--- config.mk ---
export PLATFORM = sky130hd
export DESIGN_NAME = edge_capture_pair
export DESIGN_NICKNAME = d
export VERILOG_FILES = /design/src/rtl/edge_cap_pkg.sv /design/src/rtl/ecp_sync.sv /design/src/rtl/ecp_edge_qual.sv /design/src/rtl/ecp_slot_ctrl.sv /design/src/rtl/ecp_capture_regs.sv /design/src/rtl/edge_capture_pair.sv
export SDC_FILE = /design/constraint.sdc
export NUM_CORES = 1
export LEC_CHECK = 0
export ABC_AREA = 1
export BUFFER_PORTS_ARGS = -buffer_cell sky130_fd_sc_hd__buf_2
export CORE_ASPECT_RATIO = 1.4
export CORE_MARGIN = 5
export CORE_UTILIZATION = 50
export CTS_CLUSTER_DIAMETER = 60
export DETAILED_ROUTE_END_ITERATION = 16
export PLACE_DENSITY_LB_ADDON = 0.12
export SKIP_LAST_GASP = 1
export SLEW_MARGIN = 20
export SYNTH_ARGS = -nofsm -noshare
export SYNTH_HDL_FRONTEND = slang
export SYNTH_SLANG_ARGS = --single-unit
--- constraint.sdc ---
create_clock -name clk -period 2 [get_ports clk]
set_input_delay 0 -clock clk [delete_from_list [all_inputs] [get_ports clk]]
set_output_delay 0 -clock clk [all_outputs]
set_load 0.005 [all_outputs]
--- src/rtl/edge_cap_pkg.sv ---
package edge_cap_pkg;

   typedef enum logic [1:0] {
      CAP_OFF  = 2'd0,
      CAP_RISE = 2'd1,
      CAP_FALL = 2'd2,
      CAP_BOTH = 2'd3
   } cap_mode_e;

   localparam int CAP_SLOTS = 2;
   localparam int CAP_IDX_W = $clog2(CAP_SLOTS + 1);

endpackage

--- src/rtl/ecp_sync.sv ---
module ecp_sync #(
   parameter int STAGES = 2
) (
   input  logic clk,
   input  logic rst_n,
   input  logic d_async,
   output logic q_sync
);

   logic [STAGES-1:0] chain_q;

   always_ff @(posedge clk or negedge rst_n) begin
      if (!rst_n) chain_q <= '0;
      else        chain_q <= {chain_q[STAGES-2:0], d_async};
   end

   assign q_sync = chain_q[STAGES-1];

endmodule

--- src/rtl/ecp_edge_qual.sv ---
module ecp_edge_qual
   import edge_cap_pkg::*;
(
   input  logic      clk,
   input  logic      rst_n,
   input  logic      level_i,
   input  cap_mode_e mode_i,
   input  logic      pin_in_i,
   output logic      hit_o
);

   logic level_q;
   logic rise_w, fall_w, sel_w;

   always_ff @(posedge clk or negedge rst_n) begin
      if (!rst_n) level_q <= 1'b0;
      else        level_q <= level_i;
   end

   assign rise_w = level_i & ~level_q;
   assign fall_w = ~level_i & level_q;

   always_comb begin
      unique case (mode_i)
         CAP_RISE: sel_w = rise_w;
         CAP_FALL: sel_w = fall_w;
         CAP_BOTH: sel_w = rise_w | fall_w;
         default:  sel_w = 1'b0;
      endcase
   end

   assign hit_o = sel_w & pin_in_i;

endmodule

--- src/rtl/ecp_slot_ctrl.sv ---
module ecp_slot_ctrl
   import edge_cap_pkg::*;
(
   input  logic                 clk,
   input  logic                 rst_n,
   input  logic                 hit_i,
   input  cap_mode_e            mode_i,
   input  logic                 clr_i,
   input  logic                 sel_i,
   output logic [CAP_IDX_W-1:0] slot_o,
   output logic [CAP_SLOTS-1:0] wr_en_o,
   output logic                 event_o
);

   cap_mode_e              mode_q;
   logic [CAP_IDX_W-1:0]   slot_q;
   logic                   rearm_w, take_w, evt_w;

   assign rearm_w = clr_i | ((mode_q == CAP_OFF) & (mode_i != CAP_OFF));
   assign take_w  = hit_i & ~rearm_w & (slot_q < CAP_IDX_W'(CAP_SLOTS));
   assign evt_w   = take_w & (slot_q == CAP_IDX_W'(sel_i));

   for (genvar i = 0; i < CAP_SLOTS; i++) begin : g_wr
      assign wr_en_o[i] = take_w & (slot_q == CAP_IDX_W'(i));
   end

   always_ff @(posedge clk or negedge rst_n) begin
      if (!rst_n) begin
         mode_q  <= CAP_OFF;
         slot_q  <= '0;
         event_o <= 1'b0;
      end else begin
         mode_q  <= mode_i;
         event_o <= evt_w;
         if (rearm_w)     slot_q <= '0;
         else if (take_w) slot_q <= slot_q + CAP_IDX_W'(1);
      end
   end

   assign slot_o = slot_q;

endmodule

--- src/rtl/ecp_capture_regs.sv ---
module ecp_capture_regs
   import edge_cap_pkg::*;
#(
   parameter int CNT_W = 32
) (
   input  logic                            clk,
   input  logic                            rst_n,
   input  logic [CAP_SLOTS-1:0]            wr_en_i,
   input  logic [CNT_W-1:0]                count_i,
   output logic [CAP_SLOTS-1:0][CNT_W-1:0] slot_val_o
);

   for (genvar i = 0; i < CAP_SLOTS; i++) begin : g_slot
      always_ff @(posedge clk or negedge rst_n) begin
         if (!rst_n)          slot_val_o[i] <= '0;
         else if (wr_en_i[i]) slot_val_o[i] <= count_i;
      end
   end

endmodule

--- src/rtl/edge_capture_pair.sv ---
module edge_capture_pair
   import edge_cap_pkg::*;
#(
   parameter int CNT_W       = 32,
   parameter int SYNC_STAGES = 2
) (
   input  logic             clk,
   input  logic             rst_n,
   input  logic             pin_async_i,
   input  logic [CNT_W-1:0] count_i,
   input  logic [1:0]       cap_mode_i,
   input  logic             second_sel_i,
   input  logic             pin_is_input_i,
   input  logic             cap_clr_i,
   output logic [CNT_W-1:0] cap_first_o,
   output logic [CNT_W-1:0] cap_second_o,
   output logic             cap_event_o
);

   if (CNT_W < 1) begin : g_bad_width
      $error("edge_capture_pair: CNT_W must be at least 1");
   end
   if (SYNC_STAGES < 2) begin : g_bad_sync
      $error("edge_capture_pair: SYNC_STAGES must be at least 2");
   end

   cap_mode_e                       mode_w;
   logic                            level_w;
   logic                            hit_w;
   logic [CAP_IDX_W-1:0]            slot_q;
   logic [CAP_SLOTS-1:0]            wr_en_w;
   logic [CAP_SLOTS-1:0][CNT_W-1:0] slot_val_w;

   assign mode_w = cap_mode_e'(cap_mode_i);

   ecp_sync #(.STAGES(SYNC_STAGES)) u_sync (
      .clk     (clk),
      .rst_n   (rst_n),
      .d_async (pin_async_i),
      .q_sync  (level_w)
   );

   ecp_edge_qual u_qual (
      .clk      (clk),
      .rst_n    (rst_n),
      .level_i  (level_w),
      .mode_i   (mode_w),
      .pin_in_i (pin_is_input_i),
      .hit_o    (hit_w)
   );

   ecp_slot_ctrl u_ctrl (
      .clk     (clk),
      .rst_n   (rst_n),
      .hit_i   (hit_w),
      .mode_i  (mode_w),
      .clr_i   (cap_clr_i),
      .sel_i   (second_sel_i),
      .slot_o  (slot_q),
      .wr_en_o (wr_en_w),
      .event_o (cap_event_o)
   );

   ecp_capture_regs #(.CNT_W(CNT_W)) u_regs (
      .clk        (clk),
      .rst_n      (rst_n),
      .wr_en_i    (wr_en_w),
      .count_i    (count_i),
      .slot_val_o (slot_val_w)
   );

   assign cap_first_o  = slot_val_w[0];
   assign cap_second_o = slot_val_w[1];

endmodule

==> results.sh, run 1 <==
export IMPL_antenna_found_initial=0
export IMPL_wl_met2_um=4232
export IMPL_initial_core_util_pct=51.66
export IMPL_first_pass_iters=4
export IMPL_synth_area_mm2=0.003050
export IMPL_hp_class="in -> reg"
export IMPL_cts_clk_slew_worst_paths_ns=0.07
export IMPL_synth_distinct_cells=18
export IMPL_num_rows=33
export IMPL_fillerInstances=484
export IMPL_die_height_um=102.4
export IMPL_die_area_mm2=0.007785
export IMPL_whs_endpoint="u_ctrl.slot_o[1]"
export IMPL_grt_max_degree=73
export IMPL_coreArea_mm2=0.005904
export IMPL_ioPinCount=105
export IMPL_finClkSkew_ns=0.007243
export IMPL_cp_top_family="simple AND/OR/NAND/NOR gates"
export IMPL_synth_yosys_seq_area_share_pct=59.06
export IMPL_place_hpwl_um=5368
export IMPL_met1Wirelength_um=3422
export IMPL_wl_met3_um=485
export IMPL_worstPathArrival_ns=1.94
export IMPL_syn_to_final_growth_pct=37.98
export IMPL_holdPathStages=3
export IMPL_maxSlewViolCount=0
export IMPL_avgSynthCellArea_um2=9.160
export IMPL_via_per_inst=5.261
export IMPL_overflow=0
export IMPL_cts_tree="yes"
export IMPL_clock_sinks=72
export IMPL_path_buf_inv=4
export IMPL_grt_pass1_wl_um=13950
export IMPL_gp_congestion=0.8194
export IMPL_critPathMaxStageDelay_ns=0.37
export IMPL_slowest_stage="dfrtp_1"
export IMPL_final_cell_mix="nand2_1, buf_2, dfrtp_1, nand4_1, dlygate4sd3_1"
export IMPL_multiInputGateArea_mm2=0.001062
export IMPL_hold_start="cap_clr_i"
export IMPL_fin_nets=514
export IMPL_final_common_cell="nand2_1"
export IMPL_ys_top_cells_by_area="dfrtp_1, nand2_1, nand4_1"
export IMPL_cts_max_path_buffers=2
export IMPL_p_per_area_mw_per_mm2=961.8
export IMPL_crit_type="reg -> reg"
export IMPL_ys_seq_elements=72
export IMPL_status="finished, final reports clean"
export IMPL_highest_layer="met4"
export IMPL_fin_crit_ns=1.708
export IMPL_hold_violations=0
export IMPL_rsz0062_at_grt="false"
export IMPL_cts_buffers=9
export IMPL_routed_wl_um=8407
export IMPL_finalSetupTns_ns=0
export IMPL_slew_headroom_pct=73.63
export IMPL_worstSkewPairLatency_ns=0.35
export IMPL_ir_drop_v=0.0007744
export IMPL_synth_nets=377
export IMPL_n_antenna_cell=0
export IMPL_rr_endpoint="u_regs.slot_val_o[40]"
export IMPL_port_buffers=104
export IMPL_pre_cts_slack_ns=0.2935
export IMPL_cts_root_buf="clkbuf_8"
export IMPL_drive_above_1_share_pct=29.11
export IMPL_tightest_slew_ns=0.3956
export IMPL_first_iter_violations=239
export IMPL_post_route_drc_count=0
export IMPL_grt_pass1_vias=2857
export IMPL_worst_slack_ns=0.2918
export IMPL_post_drt_wl_per_cell_um=15.45
export IMPL_fmax_ghz=0.5854
export IMPL_cp_start_kind="flop"
export IMPL_worstPathMaxFanout=18
export IMPL_setup_viol=0
export IMPL_fp_dieW_um=76.02
export IMPL_cp_end_kind="flop"
export IMPL_critPathRequiredTime_ns=2.23
export IMPL_synth_cells=333
export IMPL_period_share_pct=85.41
export IMPL_grtUsageTotal_pct=22.52
export IMPL_ant_nets=0
export IMPL_leakage_nw=2.396
export IMPL_post_cts_setup_buffers=0
export IMPL_maxCapViolCount=0
export IMPL_yosys_area_top_type="dfrtp_1"
export IMPL_ys_warn_count=0
export IMPL_regArea_mm2=0.001802
export IMPL_htreeDepth=3
export IMPL_synth_top_area_share_pct=59.06
export IMPL_cp_cell_sequence="inv_1 -> ha_1 -> inv_1 -> nand2_1 -> inv_1 -> nor2_1 -> nor2_1 -> nand4_1 -> buf_4 -> nand2_1 -> nand2_1"
export IMPL_r2r_start="u_sync.chain_q[1]"
export IMPL_worst_r2r_setup_slack_ns=0.29
export IMPL_vias=2862
export IMPL_reg2reg_depth=11
## synth_stat cells
cell type,number
nor2_4,1
xor2_1,1
a21oi_1,2
nand4_1,66
buf_2,9
nand2_1,138
ha_1,4
inv_2,3
clkbuf_2,2
a21o_1,1
nand2_2,1
nand3_1,3
nor2_1,6
dfrtp_1,72
inv_1,6
clkinv_1,1
clkbuf_1,13
buf_6,4
## stage by stage
stage	power (mW)	cells	area [µm²]	util [%]	hold WS, ns
global placement	2.738	492	3620	61.31	0.05667
global route	4.303	544	4209	71.29	0.03837
floorplan	2.280	333	3050	-	-0.2956
detailed placement	2.759	492	3620	61.31	0.06022
finish	4.048	544	4209	71.29	0.02483
CTS	4.077	544	4209	71.29	0.02253
## area by class of cell
| cell class | count | area share, % |
|---|---|---|
| flip-flops and latches | 72 | 42.81 |
| multi-input cells | 223 | 25.24 |
| repair buffers | 154 | 23.78 |
| clock buffers | 10 | 3.270 |
| well taps | 70 | 2.081 |
| clock inverters | 5 | 1.932 |
| inverters | 10 | 0.8918 |
## flip-flops by register name (all words and copies together), names as in the netlist
register,cells
u_ctrl.slot_o,2
u_sync.chain_q,2
u_ctrl.mode_q,2
u_qual.level_q,1
u_ctrl.event_o,1
u_regs.slot_val_o,64
## power by group
part / internal [mW] / switching [mW]
sequential: 1.76 / 0.172
clock: 0.729 / 0.531
combinational: 0.425 / 0.434
## what timing repair did
item	CTS	global route
gates resized for setup	0	0
hold buffers	37	0
endpoints found under the hold margin	140	0
## worst max path at each step
stage                      start                    end  slack [ns]  depth (start not counted)
6_report       u_sync.chain_q[1]  u_regs.slot_val_o[40]        0.29                         11
5_1_grt        u_sync.chain_q[1]  u_regs.slot_val_o[37]        0.08                         11
4_1_cts        u_sync.chain_q[1]  u_regs.slot_val_o[38]        0.28                         11
3_5_place_dp   u_sync.chain_q[1]  u_regs.slot_val_o[38]        0.29                         11
3_3_place_gp   u_sync.chain_q[1]       u_ctrl.slot_o[0]        0.34                         11
2_1_floorplan   u_ctrl.slot_o[1]  u_regs.slot_val_o[18]        0.37                          8
## tightest hold or removal path: stages
cell     delay (ns)
buf_2          0.09
a21o_1         0.17
a21oi_1        0.06
## cells by family (layout without fill, tap and decap cells)
| family | Yosys count | in the layout | share of synthesized area (%) |
|---|---|---|---|
| AOI/OAI and AO/OA | 3 | 3 | 0.5743 |
| xor gates and xnor gates | 1 | 1 | 0.2872 |
| adders and majority gates | 4 | 4 | 1.641 |
| buffers and inverters | 38 | 179 | 6.111 |
| DFF | 72 | 72 | 59.06 |
| and+or+nand+nor | 215 | 215 | 32.32 |
## metal layers
| metal | up-vias | track usage, % |
|---|---|---|
| met5 | - | 0 |
| met4 | 0 | 11.23 |
| met3 | 24 | 5.026 |
| met2 | 95 | 38.39 |
| met1 | 1357 | 26.92 |
| li1 | 1386 | - |
No activity file was read; power rests on OpenSTA's default activity.
==> run 2, diff against run 1 <==
--- a/config.mk
+++ b/config.mk
@@ -9,12 +9,13 @@
 export BUFFER_PORTS_ARGS = -buffer_cell sky130_fd_sc_hd__buf_2
 export CORE_ASPECT_RATIO = 1.4
 export CORE_MARGIN = 5
-export CORE_UTILIZATION = 50
+export CORE_UTILIZATION = 49
 export CTS_CLUSTER_DIAMETER = 60
 export DETAILED_ROUTE_END_ITERATION = 16
-export PLACE_DENSITY_LB_ADDON = 0.12
+export PLACE_DENSITY = 0.79
 export SKIP_LAST_GASP = 1
 export SLEW_MARGIN = 20
 export SYNTH_ARGS = -nofsm -noshare
 export SYNTH_HDL_FRONTEND = slang
+export SYNTH_HIERARCHICAL = 1
 export SYNTH_SLANG_ARGS = --single-unit
==> results.sh, run 2 <==
export IMPL_synth_yosys_seq_area_share_pct=61.28
export IMPL_gp_congestion=0.7668
export IMPL_first_pass_iters=6
export IMPL_synth_most_common_cell="nand2_1"
export IMPL_n_antenna_cell=0
export IMPL_first_iter_violations=165
export IMPL_antenna_found_initial=0
export IMPL_yosys_area_top_type="dfrtp_1"
export IMPL_largest_register_ffs=64
export IMPL_cts_clk_slew_worst_paths_ns=0.07
export IMPL_synth_distinct_cells=16
export IMPL_grtUsageTotal_pct=19.35
export IMPL_ioPinCount=105
export IMPL_crit_type="reg -> reg"
export IMPL_die_area_mm2=0.007672
export IMPL_ir_drop_v=0.0006086
export IMPL_syn_to_final_growth_pct=40.60
export IMPL_grt_pass1_vias=2503
export IMPL_post_route_util_pct=70.51
export IMPL_p_per_area_mw_per_mm2=940.0
export IMPL_cts_max_path_buffers=2
export IMPL_worstPathArrival_ns=2.17
export IMPL_ys_warn_count=6
export IMPL_setup_viol=0
export IMPL_synth_fa_ha_area_share_pct=1.702
export IMPL_internal_power_mw=2.762
export IMPL_synth_compound_area_share_pct=0.3404
export IMPL_coreArea_mm2=0.005863
export IMPL_vias=2484
export IMPL_maxSlewViolCount=0
export IMPL_htreeDepth=3
export IMPL_critPathMaxStageDelay_ns=0.36
export IMPL_total_power_mw=3.886
export IMPL_rsz0062_at_grt="true"
export IMPL_ant_nets=0
export IMPL_ys_seq_elements=72
export IMPL_synth_area_mm2=0.002940
export IMPL_fin_nets=514
export IMPL_slew_headroom_pct=74.92
export IMPL_hold_violations=0
export IMPL_worstSkewPairLatency_ns=0.33
export IMPL_overflow=0
export IMPL_cp_end_kind="flop"
export IMPL_hold_ws_ns=0.1122
export IMPL_status="finished, final reports clean"
export IMPL_cts_buffers=9
export IMPL_initial_core_util_pct=50.15
export IMPL_tightest_slew_ns=0.3763
export IMPL_die_height_um=101.7
export IMPL_via_per_inst=4.558
export IMPL_synth_cells=321
export IMPL_synth_xor_area_share_pct=0.2979
export IMPL_grt_pass1_wl_um=11340
export IMPL_worst_slack_ns=0.05058
export IMPL_cts_root_buf="clkbuf_8"
export IMPL_cp_top_family="simple AND/OR/NAND/NOR gates"
export IMPL_synth_area_mux_share_pct=0
export IMPL_maxCapViolCount=0
export IMPL_port_buffers=104
export IMPL_cp_cell_sequence="inv_1 -> ha_1 -> inv_1 -> nand2_1 -> nand2_1 -> nor2_1 -> nor2_1 -> inv_1 -> nor2_4 -> nand3_4 -> nor2_4 -> buf_12 -> inv_8 -> nand2_1 -> nand2_1"
export IMPL_pre_cts_slack_ns=-0.01149
export IMPL_p_seq_share_pct=51.0
export IMPL_path_common_cell="nand2_1"
export IMPL_cp_start_kind="flop"
export IMPL_place_hpwl_um=4758
export IMPL_cts_tree="yes"
export IMPL_worstPathMaxFanout=32
export IMPL_yosys_top_cells_count="nand2_1, dfrtp_1, nand2_2, inv_1, buf_6"
export IMPL_finClkSkew_ns=0.008602
export IMPL_power_frac_clock_pct=26.1
export IMPL_async_reset_ff_share_pct=100.0
export IMPL_num_rows=33
export IMPL_post_route_drc_count=0
export IMPL_clock_sinks=72
export IMPL_synth_simple_area_share_pct=28.77
export IMPL_path_buf_inv=5
export IMPL_power_switching_mw=1.124
export IMPL_fp_dieW_um=75.47
export IMPL_fin_crit_ns=1.949
export IMPL_synth_nets=365
export IMPL_power_frac_comb_pct=23.0
export IMPL_drive_above_1_share_pct=32.00
export IMPL_netSwitchingFraction_pct=28.94
export IMPL_synth_edff_count=0
export IMPL_synth_top_area_share_pct=61.28
export IMPL_fmax_ghz=0.5130
export IMPL_post_drt_wl_per_cell_um=13.00
export IMPL_slowest_stage="dfrtp_1"
export IMPL_ys_top_cells_by_area="dfrtp_1, nand2_1, buf_6"
export IMPL_largest_register="u_regs/slot_val_o"
export IMPL_placed_area_mm2=0.003476
export IMPL_final_common_cell="nand2_1"
export IMPL_design_area_mm2=0.004134
export IMPL_routed_wl_um=7083
export IMPL_final_cell_mix="nand2_1, buf_2, dfrtp_1, dlygate4sd3_1, nand2_2"
export IMPL_leakage_nw=2.396
export IMPL_grt_max_degree=73
export IMPL_ys_flop_type="dfrtp_1"
export IMPL_hp_class="in -> reg"
export IMPL_avgSynthCellArea_um2=9.160
export IMPL_period_share_pct=97.47
export IMPL_critPathRequiredTime_ns=2.22
export IMPL_synth_top_family_by_area="simple AND/OR/NAND/NOR gates"
[run 2: worst paths after layout]
kind	startpoint	end	slack (ns)	cells after the start
min in group asynchronous	rst_n	u_ctrl/mode_q[1]	0.22	3
worst max register to register	u_sync/chain_q[1]	u_regs/slot_val_o[62]	0.05	15
worst min-delay path	pin_is_input_i	u_ctrl/slot_o[1]	0.11	5
max in group asynchronous	rst_n	u_regs/slot_val_o[13]	1.47	3
worst min register to register	u_sync/chain_q[0]	u_sync/chain_q[1]	0.35	0
worst max-delay path	u_sync/chain_q[1]	u_regs/slot_val_o[62]	0.05	15
[run 2: power groups by stage]
stage                     registers, mW  clock network (mW)  logic, mW
after floorplan                    2.02                   0      0.310
after global placement             1.99                   0      0.799
after detailed placement           2.00                   0      0.835
after CTS                          1.98                1.05      0.893
after global routing               2.02                1.11       1.02
final                              1.98                1.01      0.893
[run 2: final cells by class]
type	count	area, µm²
multi-input combinational	220	952.2
tap	70	87.58
inverter	15	80.08
clock buffer	14	162.7
clock inverter	2	13.76
timing repair buffer	152	1036
sequential	72	1802
fill	438	1729
[run 2: metrics by stage]
stage | TNS, ns | cells
after floorplan | 0 | 321
after global placement | 0 | 488
after detailed placement | -0.03388 | 488
after CTS | -0.02500 | 542
after global routing | -4.606 | 545
final | 0 | 545
[run 2: tightest hold or removal path: cells and delay by family]
family,cells,cell delay (ns)
AO/OA/AOI/OAI,1,0.12
AND/OR/NAND/NOR,3,0.18
buffers and inverters,1,0.10
[run 2: routing by layer]
layer / share of wire, % / GRT usage (%) / vias up
li1: - / - / 1248
met3: 6.8 / 4.767 / 16
met4: 2.0 / 9.152 / 0
met2: 52 / 33.07 / 73
met1: 39 / 22.23 / 1147
met5: 0 / 0 / -
[run 2: timing repair]
| action | 4_1_cts | 5_1_grt |
|---|---|---|
| hold endpoints to repair | 142 | 0 |
| hold buffers | 38 | 0 |
| pin swaps | 0 | 2 |
| setup endpoints to repair | 10 | 64 |
| buffers inserted | 0 | 3 |
| resized for setup | 1 | 16 |
[run 2: cell families after synthesis]
logic type                 count (synthesis)
xor gates and xnor gates                   1
adders and majority gates                  4
AOI/OAI and AO/OA                          2
and+or+nand+nor                          213
DFF                                       72
buffers and inverters                     29
==> run 3, diff against run 2 <==
--- a/config.mk
+++ b/config.mk
@@ -9,10 +9,10 @@
 export BUFFER_PORTS_ARGS = -buffer_cell sky130_fd_sc_hd__buf_2
 export CORE_ASPECT_RATIO = 1.4
 export CORE_MARGIN = 5
-export CORE_UTILIZATION = 49
+export CORE_UTILIZATION = 44
 export CTS_CLUSTER_DIAMETER = 60
 export DETAILED_ROUTE_END_ITERATION = 16
-export PLACE_DENSITY = 0.79
+export PLACE_DENSITY = 0.75
 export SKIP_LAST_GASP = 1
 export SLEW_MARGIN = 20
 export SYNTH_ARGS = -nofsm -noshare
==> constraint.sdc (replaced) <==
create_clock -name clk -period 1.65 [get_ports clk]
set_input_delay 0 -clock clk [delete_from_list [all_inputs] [get_ports clk]]
set_output_delay 0 -clock clk [all_outputs]
set_load 0.005 [all_outputs]
==> results.sh, run 3 (synthesis results as in run 2) <==
export IMPL_status="finished with violations"
export IMPL_violations="negative setup slack"
export IMPL_cts_buffers=9
export IMPL_cp_start_kind="flop"
export IMPL_worst_slack_ns=-0.2734
export IMPL_htreeDepth=3
export IMPL_fin_cells=553
export IMPL_finalSetupTns_ns=-15.48
export IMPL_fin_nets=519
export IMPL_initial_core_util_pct=44.76
export IMPL_cp_end_kind="flop"
export IMPL_hp_class="in -> reg"
export IMPL_critPathRequiredTime_ns=1.93
export IMPL_cts_clk_slew_worst_paths_ns=0.08
export IMPL_cts_tree="yes"
export IMPL_grt_pass1_wl_um=11780
export IMPL_leakage_nw=2.485
export IMPL_place_hpwl_um=4711
export IMPL_clock_sinks=72
export IMPL_tightest_slew_ns=0.3826
export IMPL_maxSlewViolCount=0
export IMPL_r2r_start="u_sync/chain_q[1]"
export IMPL_worstSkewPairLatency_ns=0.34
export IMPL_maxCapViolCount=0
export IMPL_syn_to_final_growth_pct=46.47
export IMPL_drive_above_1_share_pct=34.03
export IMPL_largest_register="u_regs/slot_val_o"
export IMPL_numPlacedInstances=495
export IMPL_final_cell_mix="nand2_1, buf_2, dfrtp_1, dlygate4sd3_1, nand2_2"
export IMPL_routed_wl_um=7266
export IMPL_n_antenna_cell=0
export IMPL_holdPathStages=5
export IMPL_largest_register_ffs=64
export IMPL_worstPathArrival_ns=2.20
export IMPL_grt_max_degree=73
export IMPL_grtUsageTotal_pct=17.85
export IMPL_pre_cts_slack_ns=-0.3356
export IMPL_cts_max_path_buffers=2
export IMPL_via_per_inst=4.593
export IMPL_rsz0062_at_grt="true"
export IMPL_slew_headroom_pct=74.49
export IMPL_antenna_found_initial=0
export IMPL_grt_pass1_vias=2509
export IMPL_total_power_mw=5.158
export IMPL_fillerInstances=538
export IMPL_ioPinCount=105
export IMPL_power_frac_clock_pct=32.3
export IMPL_port_buffers=104
export IMPL_die_height_um=106.7
export IMPL_power_frac_comb_pct=21.5
export IMPL_worst_r2r_setup_slack_ns=-0.27
export IMPL_fmax_ghz=0.5199
export IMPL_vias=2540
export IMPL_hold_violations=0
export IMPL_hold_start="pin_is_input_i"
export IMPL_setup_viol=64
export IMPL_coreArea_mm2=0.006569
export IMPL_worstPathMaxFanout=6
export IMPL_internal_power_mw=3.770
export IMPL_design_area_mm2=0.004307
export IMPL_crit_type="reg -> reg"
export IMPL_post_route_util_pct=65.56
export IMPL_cts_root_buf="clkbuf_8"
export IMPL_post_route_drc_count=0
export IMPL_ir_drop_v=0.0005819
export IMPL_first_iter_violations=97
export IMPL_p_seq_share_pct=46.3
export IMPL_ant_nets=0
export IMPL_die_area_mm2=0.008441
export IMPL_gp_congestion=0.7647
export IMPL_p_per_area_mw_per_mm2=1198
export IMPL_rr_endpoint="u_regs/slot_val_o[13]"
export IMPL_whs_endpoint="u_ctrl/slot_o[1]"
export IMPL_final_common_cell="nand2_1"
export IMPL_hold_ws_ns=0.09071
export IMPL_period_share_pct=116.6
export IMPL_finClkSkew_ns=0.008252
export IMPL_first_pass_iters=4
export IMPL_fin_crit_ns=1.923
export IMPL_power_switching_mw=1.388
export IMPL_num_rows=35
export IMPL_reg2reg_depth=15
export IMPL_placed_area_mm2=0.003553
export IMPL_netSwitchingFraction_pct=26.90
export IMPL_fp_dieW_um=79.09
export IMPL_post_drt_wl_per_cell_um=13.14
export IMPL_overflow=0
-- run 3: cell count changes in the layout (fill, tap and decap cells not counted), moves of 2 or more --
| cell | delta |
|---|---|
| nand2_1 | -4 |
| buf_8 | -3 |
| bufinv_16 | +3 |
| buf_12 | +3 |
| nand2_4 | +2 |
| clkbuf_1 | -3 |
| nand2_2 | +2 |
| buf_4 | +3 |
-- run 3: worst max-delay path by stage --
stage                       from                    end  slack (ns)  cells after the start
2_1_floorplan  u_sync/chain_q[1]  u_regs/slot_val_o[37]       -0.15                     16
3_3_place_gp   u_sync/chain_q[1]  u_regs/slot_val_o[63]       -0.24                     15
3_5_place_dp   u_sync/chain_q[1]  u_regs/slot_val_o[14]       -0.34                     15
4_1_cts        u_sync/chain_q[1]  u_regs/slot_val_o[14]       -0.30                     15
5_1_grt        u_sync/chain_q[1]  u_regs/slot_val_o[12]       -0.48                     15
6_report       u_sync/chain_q[1]  u_regs/slot_val_o[13]       -0.27                     15
-- run 3: worst max-delay path: stages, from the launching register on --
cell       delay, ns
dfrtp_1         0.36
inv_1           0.05
ha_1            0.28
inv_1           0.05
nand2_1         0.04
nand2_1         0.05
nor2_1          0.04
nor2_1          0.12
inv_1           0.10
nor2_4          0.12
nand3_4         0.11
nor2_4          0.13
buf_12          0.16
clkbuf_16       0.16
nand2_1         0.06
nand2_1         0.05
-- run 3: per-layer routing --
metal | up-vias | routed length (µm) | global-route usage (%)
li1 | 1260 | - | -
met1 | 1194 | 2757 | 20.21
met2 | 70 | 3933 | 31.57
met3 | 16 | 368 | 3.109
met4 | 0 | 206 | 9.459
met5 | - | 0 | 0
-- run 3: power groups by stage --
| stage | Clock, mW | Sequential (mW) | Combinational, mW |
|---|---|---|---|
| 2_1_floorplan | 0 | 2.45 | 0.377 |
| 3_3_place_gp | 0 | 2.41 | 0.979 |
| 3_5_place_dp | 0 | 2.42 | 1.02 |
| 4_1_cts | 1.72 | 2.39 | 1.10 |
| 5_1_grt | 1.79 | 2.45 | 1.25 |
| 6_report | 1.66 | 2.39 | 1.11 |
-- run 3: what timing repair did --
item / 4_1_cts / 5_1_grt
setup buffers: 2 / 2
setup endpoints to repair: 64 / 65
gates cloned: 0 / 1
hold buffers: 38 / 0
resized for setup: 5 / 15
hold endpoints to repair: 142 / 0
pin swaps: 2 / 5
-- run 3: cell type report --
type                       instances  area [µm²]  share of cell area [%]
clock buffer                      10       137.6                   3.196
clock inverter                     5       103.9                   2.411
inverter                          15       88.84                   2.063
multi-input combinational        220       972.2                   22.57
sequential                        72        1802                   41.84
tap                               74       92.59                   2.150
timing repair buffer             157        1110                   25.77
